<file path="config.mk">
export PLATFORM = sky130hd
export DESIGN_NAME = opcode_escape_decoder
export DESIGN_NICKNAME = d
export VERILOG_FILES = /design/src/rtl/opcode_escape_pkg.sv /design/src/rtl/opcode_escape_ctrl.sv /design/src/rtl/opcode_escape_dpath.sv /design/src/rtl/opcode_escape_decoder.sv
export SDC_FILE = /design/constraint.sdc
export NUM_CORES = 1
export LEC_CHECK = 0
export ABC_CLOCK_PERIOD_IN_PS = 2260
export BUFFER_PORTS_ARGS = -buffer_cell sky130_fd_sc_hd__buf_2
export CAP_MARGIN = 10
export CORE_MARGIN = 1.5
export CORE_UTILIZATION = 50
export DETAILED_ROUTE_END_ITERATION = 7
export PLACE_DENSITY = 0.93
export SLEW_MARGIN = 20
export SYNTH_ARGS = -nofsm -noshare
export SYNTH_HDL_FRONTEND = slang
export SYNTH_SLANG_ARGS = --single-unit
</file>
<file path="constraint.sdc">
create_clock -name clk -period 2.26 [get_ports clk]
set_input_delay 0.452 -clock clk [delete_from_list [all_inputs] [get_ports clk]]
set_output_delay 0.452 -clock clk [all_outputs]
set_load 0.05 [all_outputs]
</file>
<file path="src/rtl/opcode_escape_pkg.sv">
package opcode_escape_pkg;
  localparam int WORD_W     = 16;
  localparam int FIELD_W    = 4;
  localparam int NUM_FIELDS = WORD_W / FIELD_W;
  localparam int LEVEL_W    = $clog2(NUM_FIELDS);
  localparam int INDEX_W    = FIELD_W + 1;

  // all ones: opcode continues and the index moves to the upper bank
  localparam logic [FIELD_W-1:0] ESC_CONT = '1;
  // all ones minus one: next field is a full lower-bank index
  localparam logic [FIELD_W-1:0] ESC_LAST = FIELD_W'(ESC_CONT - 1'b1);

  typedef struct packed {
    logic [LEVEL_W-1:0] level;      // number of prefix fields before the index field
    logic               upperBank;  // index is offset by 2**FIELD_W
  } dec_strobe_t;

  typedef struct packed {
    logic [LEVEL_W-1:0] opClass;
    logic [INDEX_W-1:0] opIndex;
    logic [FIELD_W-1:0] regD;
    logic [FIELD_W-1:0] regS1;
    logic [FIELD_W-1:0] regS2;
    logic               regDValid;
    logic               regS1Valid;
    logic               regS2Valid;
  } dec_result_t;
endpackage

</file>
<file path="src/rtl/opcode_escape_ctrl.sv">
module opcode_escape_ctrl
  import opcode_escape_pkg::*;
(
  input  logic [WORD_W-1:0] instrIn,
  output dec_strobe_t       strobe
);

  // Walk the fields from the most significant one. A field below ESC_LAST
  // ends the opcode at that field. ESC_LAST ends it one field later in the
  // lower bank. ESC_CONT moves on to the next field in the upper bank.
  always_comb begin
    logic done;
    done             = 1'b0;
    strobe.level     = LEVEL_W'(NUM_FIELDS - 1);
    strobe.upperBank = 1'b0;
    for (int i = 0; i < NUM_FIELDS - 1; i++) begin
      if (!done) begin
        if (instrIn[(NUM_FIELDS-1-i)*FIELD_W +: FIELD_W] == ESC_CONT) begin
          strobe.upperBank = 1'b1;
        end else if (instrIn[(NUM_FIELDS-1-i)*FIELD_W +: FIELD_W] == ESC_LAST) begin
          strobe.level     = LEVEL_W'(i + 1);
          strobe.upperBank = 1'b0;
          done             = 1'b1;
        end else begin
          strobe.level = LEVEL_W'(i);
          done         = 1'b1;
        end
      end
    end
  end

endmodule

</file>
<file path="src/rtl/opcode_escape_dpath.sv">
module opcode_escape_dpath
  import opcode_escape_pkg::*;
#(
  parameter bit REG_OUT_EN = 1'b1
) (
  input  logic              clk,
  input  logic              rstN,
  input  logic [WORD_W-1:0] instrIn,
  input  dec_strobe_t       strobe,
  output dec_result_t       result
);

  logic [FIELD_W-1:0] field [NUM_FIELDS];
  dec_result_t        nxt;

  for (genvar g = 0; g < NUM_FIELDS; g++) begin : g_field
    assign field[g] = instrIn[g*FIELD_W +: FIELD_W];
  end

  // position of the index field, counted from the least significant field;
  // this also equals the number of operand fields below it
  logic [LEVEL_W-1:0] idxSel;
  logic [LEVEL_W-1:0] dSel;
  logic [LEVEL_W-1:0] s1Sel;
  logic [LEVEL_W-1:0] s2Sel;

  always_comb begin
    idxSel = LEVEL_W'(NUM_FIELDS - 1) - strobe.level;
    dSel   = idxSel - LEVEL_W'(1);
    s1Sel  = idxSel - LEVEL_W'(2);
    s2Sel  = idxSel - LEVEL_W'(3);

    nxt         = '0;
    nxt.opClass = idxSel;
    nxt.opIndex = {strobe.upperBank, field[idxSel]};
    if (idxSel >= LEVEL_W'(1)) begin
      nxt.regD      = field[dSel];
      nxt.regDValid = 1'b1;
    end
    if (idxSel >= LEVEL_W'(2)) begin
      nxt.regS1      = field[s1Sel];
      nxt.regS1Valid = 1'b1;
    end
    if (idxSel >= LEVEL_W'(3)) begin
      nxt.regS2      = field[s2Sel];
      nxt.regS2Valid = 1'b1;
    end
  end

  if (REG_OUT_EN) begin : g_reg
    always_ff @(posedge clk) begin
      if (!rstN) result <= '0;
      else       result <= nxt;
    end
  end else begin : g_comb
    assign result = nxt;
  end

endmodule

</file>
<file path="src/rtl/opcode_escape_decoder.sv">
module opcode_escape_decoder
  import opcode_escape_pkg::*;
#(
  parameter bit REG_OUT_EN = 1'b1
) (
  input  logic                clk,
  input  logic                rstN,
  input  logic [WORD_W-1:0]   instrIn,
  output logic [LEVEL_W-1:0]  opClass,
  output logic [INDEX_W-1:0]  opIndex,
  output logic [FIELD_W-1:0]  regD,
  output logic [FIELD_W-1:0]  regS1,
  output logic [FIELD_W-1:0]  regS2,
  output logic                regDValid,
  output logic                regS1Valid,
  output logic                regS2Valid
);

  dec_strobe_t strobe;
  dec_result_t result;

  opcode_escape_ctrl ctrl_i (
    .instrIn (instrIn),
    .strobe  (strobe)
  );

  opcode_escape_dpath #(.REG_OUT_EN(REG_OUT_EN)) dpath_i (
    .clk     (clk),
    .rstN    (rstN),
    .instrIn (instrIn),
    .strobe  (strobe),
    .result  (result)
  );

  assign opClass    = result.opClass;
  assign opIndex    = result.opIndex;
  assign regD       = result.regD;
  assign regS1      = result.regS1;
  assign regS2      = result.regS2;
  assign regDValid  = result.regDValid;
  assign regS1Valid = result.regS1Valid;
  assign regS2Valid = result.regS2Valid;

endmodule

</file>
Word-level counts from Yosys, hierarchy flattened
Index checks and enable logic that the tools add are counted.
{"block": "totals", "reg_bits": 22, "in_bits": 18, "out_inout_bits": 22, "word_cells": 62}
{"block": "op_classes", "n_addsub": 4, "order_cmp": 7, "n_eq_ne": 6, "mux": 30, "bitwise_logic": 4, "reduce_logical": 3}
{"operator": "$bmux W4 S2", "n": 4}
{"operator": "$mux W4", "n": 8}
{"operator": "$eq A4 B4 Y1 const B", "n": 6}
{"operator": "$ge A3 B3 Y1 const B", "n": 4}
{"operator": "$mux W1", "n": 12}
{"operator": "$not A2 Y3", "n": 4}
{"operator": "$mux W2", "n": 4}
{"operator": "$mux W3", "n": 2}
{"operator": "$reduce_and A2 Y1", "n": 3}
{"operator": "$ge A2 B2 Y1 const B", "n": 2}
{"operator": "$sub A2 B2 Y2 const B", "n": 2}
{"operator": "$ge A2 B1 Y1 const B", "n": 1}
{"operator": "$sub A2 B1 Y2 const B", "n": 1}
{"operator": "$sub A2 B2 Y2 const A", "n": 1}

Depth between registers and ports, before layout
{"block": "logic_depth", "ltp_word": 14, "mapped_depth": 8, "depth_no_buf": 7}

Modules after synthesis
From an unflattened synthesis, not the netlist that was laid out.
{"block": "hier_totals", "cells_unflattened": 86, "area_unflattened_um2": 924.6}
{"mod": "opcode_escape_dpath", "instances": 1, "cells_each": 76, "area_per_inst_um2": 870.8, "seq_area_each_um2": 440.4}
{"mod": "opcode_escape_ctrl", "instances": 1, "cells_each": 10, "area_per_inst_um2": 53.8, "seq_area_each_um2": 0.0}

Worst setup path after synthesis
OpenSTA, ideal clock, no wires.
{"block": "synth_timing", "path_kind": "in2reg", "startpoint": "in instrIn[12]", "endpoint": "reg dpath_i.result[4] (netlist name)", "setup_ns": 0.086, "arrival_time_ns": 1.607, "required_time_ns": 2.174, "path_slack_ns": 0.568, "stages": 7, "n_path_buf": 2, "path_cell_list": "and4_4 a21oi_2 buf_6 ha_1 buf_1 nor3_1 a211oi_1"}
{"block": "synth_between", "elab_chain_cells": 13, "elab_cells_between_ends": 17, "cone_classes": "2 x add/sub; 1 x order compare; 2 x eq/ne; 10 x mux; 1 x bitwise; 1 x reduce/logical"}
{"item": "start: declaration", "line_no": "opcode_escape_decoder.sv:8", "text": "input logic [WORD_W-1:0] instrIn,"}
{"item": "$eq A4 B4 Y1", "line_no": "opcode_escape_ctrl.sv:20", "text": "end else if (instrIn[(NUM_FIELDS-1-i)*FIELD_W +: FIELD_W] == ESC_LAST) begin"}
{"item": "$mux W1", "line_no": "opcode_escape_ctrl.sv:20"}
{"item": "$mux W2 (2 in a row)", "line_no": "opcode_escape_ctrl.sv:18", "text": "if (instrIn[(NUM_FIELDS-1-i)*FIELD_W +: FIELD_W] == ESC_CONT) begin"}
{"item": "$mux W3", "line_no": "opcode_escape_ctrl.sv:17", "text": "if (!done) begin"}
{"item": "$mux W2", "line_no": "opcode_escape_ctrl.sv:18"}
{"item": "$mux W3 *", "line_no": "opcode_escape_ctrl.sv:17"}
{"item": "$sub A2 B2 Y2 *", "line_no": "opcode_escape_dpath.sv:28", "text": "idxSel = LEVEL_W'(NUM_FIELDS - 1) - strobe.level;"}
{"item": "$sub A2 B2 Y2", "line_no": "opcode_escape_dpath.sv:31", "text": "s2Sel = idxSel - LEVEL_W'(3);"}
{"item": "$not A2 Y3 (not written as such)", "line_no": "opcode_escape_dpath.sv:45", "text": "nxt.regS2 = field[s2Sel];"}
{"item": "$bmux W4 S2", "line_no": "opcode_escape_dpath.sv:45"}
{"item": "$mux W4 (not written as such) (2 in a row)", "line_no": "opcode_escape_dpath.sv:45"}
Mark *: on every way between the ends. The rest lies on a longest branch, timed or not. The select of a mux whose other input is x is not followed.
A chain may end at the register's enable or synchronous reset.

Worst setup path in the final report
{"block": "layout_timing", "startpoint": "in instrIn[10]", "endpoint": "reg dpath_i.result[13] (netlist name)"}
{"block": "layout_between", "elab_chain_cells": 12, "elab_cells_between_ends": 17, "cone_classes": "2 x add/sub; 1 x order compare; 2 x eq/ne; 10 x mux; 1 x bitwise; 1 x reduce/logical"}
{"item": "$eq A4 B4 Y1", "line_no": "opcode_escape_ctrl.sv:20"}
{"item": "$mux W2", "line_no": "opcode_escape_ctrl.sv:20"}
{"item": "$mux W2", "line_no": "opcode_escape_ctrl.sv:18"}
{"item": "$mux W3", "line_no": "opcode_escape_ctrl.sv:17"}
{"item": "$mux W2", "line_no": "opcode_escape_ctrl.sv:18"}
{"item": "$mux W3 *", "line_no": "opcode_escape_ctrl.sv:17"}
{"item": "$sub A2 B2 Y2 *", "line_no": "opcode_escape_dpath.sv:28"}
{"item": "via dpath_i.idxSel[1]", "line_no": "opcode_escape_dpath.sv:22", "text": "logic [LEVEL_W-1:0] idxSel;"}
{"item": "$sub A2 B1 Y2", "line_no": "opcode_escape_dpath.sv:29", "text": "dSel = idxSel - LEVEL_W'(1);"}
{"item": "$not A2 Y3 (not written as such)", "line_no": "opcode_escape_dpath.sv:37", "text": "nxt.regD = field[dSel];"}
{"item": "$bmux W4 S2", "line_no": "opcode_escape_dpath.sv:37"}
{"item": "$mux W4 (not written as such) (2 in a row)", "line_no": "opcode_escape_dpath.sv:37"}
The timed path passes the listed nets; every way through them passes the cells marked *. The select of a mux whose other input is x is not followed.

==> flow_summary.json <==
{
  "top_regs": "dpath_i.result (22)",
  "maxCapViolCount": 0,
  "power_density_nw_per_um2": 766,
  "dp_hpwl_mm": 1.80,
  "drive_above_1_share": 0.329,
  "period_share": 0.675,
  "num_vias": 985,
  "fin_total_pwr_uw": 948,
  "timing.hold.ws_ns": 0.398,
  "holdBufCountCts": 0,
  "cts_buffer_depth": 2,
  "portBuffers": 39,
  "cts_tree": "done",
  "min_to": "dpath_i.result[19]$_SDFF_PN0_",
  "die_h_um": 47.2,
  "seqPwrFrac": 0.442,
  "synthesis.area_um2": 976,
  "syn2layout_area_growth_pct": 26.8,
  "cp_top_family": "simple AND/OR/NAND/NOR gates",
  "pin_count": 40,
  "grt_max_degree": 20,
  "detail-route-antenna-nets": 0,
  "cts_resized": 0,
  "fin_nets": 168,
  "routed_via_density": 5.76,
  "track_usage": 0.225,
  "htreeDepth": 1,
  "syn-instance-count": 107,
  "p_sw_uw": 296,
  "cts-buffers-inserted": 3,
  "rows": 15,
  "hold_viol_final": 0,
  "yosysTopAreaCellShare": 0.451,
  "internal_power_uw": 652,
  "start_util": 0.547,
  "critPathMaxFanout": 8,
  "cp.arrival_ns": 1.74,
  "final_cells": 171,
  "pwr-share-clk": 0.327,
  "ir_drop_mv": 0.546,
  "share_comb_of_total_power": 0.231,
  "top_register": "dpath_i.result",
  "synthTopCellsByArea": "dfxtp_1 45%, mux2i_1 7.2%, a21oi_1 6.2%",
  "ys_warn_count": 0,
  "slowest_delay_ns": 0.33,
  "start_kind": "primary input",
  "avgSynthCellArea_um2": 9.12,
  "switching_share": 0.313,
  "hold_depth": 3,
  "setup_viol": 0,
  "cts_setup_buffers": 0,
  "finalCriticalPeriod_ns": 1.52,
  "tightest_slew_ns": 0.316,
  "grt_pass1_vias": 773,
  "holdCritStartpoint": "instrIn[12]",
  "crit_slowest_cell": "ha_1",
  "yosys.area.top_type": "dfxtp_1",
  "synth_cell_type_count": 29,
  "fin_tns_setup_ns": 0,
  "crit_required_ns": 2.48,
  "cts_root_buf": "clkbuf_4",
  "ys_seq_elements": 22,
  "seqCellArea_um2": 440,
  "critPathBufInv": 2,
  "num-fill-cells": 141,
  "rsz0062_at_grt": "false",
  "path_class": "primary input to register",
  "wl_per_cell_um": 13.8,
  "die_w_um": 47.2,
  "n_antenna_cell": 0,
  "path_clk_slew_ns": 0.13,
  "status": "complete, no violations",
  "grt_pass1_wl_mm": 3.44,
  "crit_start": "instrIn[10]",
  "hold_class": "primary input to register",
  "die_area_um2": 2230,
  "synthesis.nets": 128,
  "antenna_found_initial": 0,
  "p_leak_uw": 0.000573,
  "core_area_um2": 1780,
  "dp_cells": 167,
  "slew_headroom": 0.783,
  "end_kind": "register",
  "drtIter0Drc": 41,
  "drv_slew": 0,
  "dr.pass1.iters": 4,
  "fmax_ghz": 0.656,
  "clock-sinks": 22,
  "path_cells": "buf_2 -> and4_4 -> nand2_1 -> inv_1 -> ha_1 -> nor3_1 -> a211oi_1",
  "largest_register_ffs": 22,
  "mostFrequentLayoutCell": "buf_2",
  "finalWirelength_mm": 2.37,
  "overflow": 0,
  "seq_area_frac_synth": 0.451,
  "multi_input_area_um2": 484,
  "final_cell_mix": "39 x buf_2, 22 x dfxtp_1, 12 x a21oi_1",
  "gp_congestion": 0.944,
  "drc": 0
}
[cell usage after synthesis]
cell	instances
buf_1	2
and3_1	2
nand2_1	7
a211oi_1	8
o221ai_1	1
clkbuf_1	1
a21boi_0	1
a21oi_1	12
ha_1	3
mux2i_1	7
and2b_2	1
o21ai_0	8
buf_6	1
and4_4	1
inv_1	5
o211ai_1	1
a41oi_1	1
nand4b_1	2
nor2_1	3
dfxtp_1	22
nand4_1	2
nand2b_1	1
nor3_1	6
a21oi_2	1
and2_1	2
buf_2	2
o211a_1	1
o22ai_1	1
nand3_1	2
[stage by stage]
stage / util / worst slack, ns / instance area, um^2
3_3_place_gp: 0.665 / 0.472 / 1180
6_report: 0.694 / 0.735 / 1240
3_5_place_dp: 0.665 / 0.399 / 1180
5_1_grt: 0.694 / 0.666 / 1240
4_1_cts: 0.694 / 0.741 / 1240
2_1_floorplan: - / 0.568 / 976
[worst min-delay path, cell delays in order]
cell	delay [ns]
buf_2	0.13
nand3_1	0.07
a41oi_1	0.04
[power by group through the flow]
stage          Sequential, uW  Combinational, uW  Clock, uW
3_3_place_gp              427                214          0
4_1_cts                   419                218        307
5_1_grt                   423                233        327
3_5_place_dp              428                218          0
6_report                  419                219        310
2_1_floorplan             523               57.3          0
[final cells by class]
class	instances	share of cell area
clock buffer	3	0.0182
clock inverter	1	0.0243
inverter	5	0.0152
multi-input combinational	74	0.391
sequential	22	0.356
tap	25	0.0253
timing repair buffer	41	0.170
[cells by family (layout without fill, tap and decap cells)]
logic type | count (synthesis) | count (layout) | synth area share
buffers and inverters | 11 | 50 | 0.0526
AO/OA/AOI/OAI | 35 | 35 | 0.223
AND/OR/NAND/NOR | 29 | 29 | 0.163
flip-flops | 22 | 22 | 0.451
multiplexers | 7 | 7 | 0.0718
adder cells (fa/ha/maj) | 3 | 3 | 0.0385
[worst max path at each step]
| stage | end | depth (start not counted) | slack (ns) |
|---|---|---|---|
| final | dpath_i.result[13]$_SDFF_PN0_ | 7 | 0.74 |
| after global routing | dpath_i.result[13]$_SDFF_PN0_ | 7 | 0.67 |
| after CTS | dpath_i.result[13]$_SDFF_PN0_ | 7 | 0.74 |
| after detailed placement | dpath_i.result[13]$_SDFF_PN0_ | 7 | 0.40 |
| after global placement | dpath_i.result[13]$_SDFF_PN0_ | 7 | 0.47 |
| after floorplan | dpath_i.result[4]$_SDFF_PN0_ | 7 | 0.57 |
[metal layers]
layer,GRT usage,part of all wire,up-vias
met5,0,0,-
met4,0.0944,0.013,0
met3,0.0692,0.099,5
met2,0.340,0.46,63
met1,0.297,0.43,445
li1,-,-,472
Note: power is estimated with default switching activity, not from simulation.
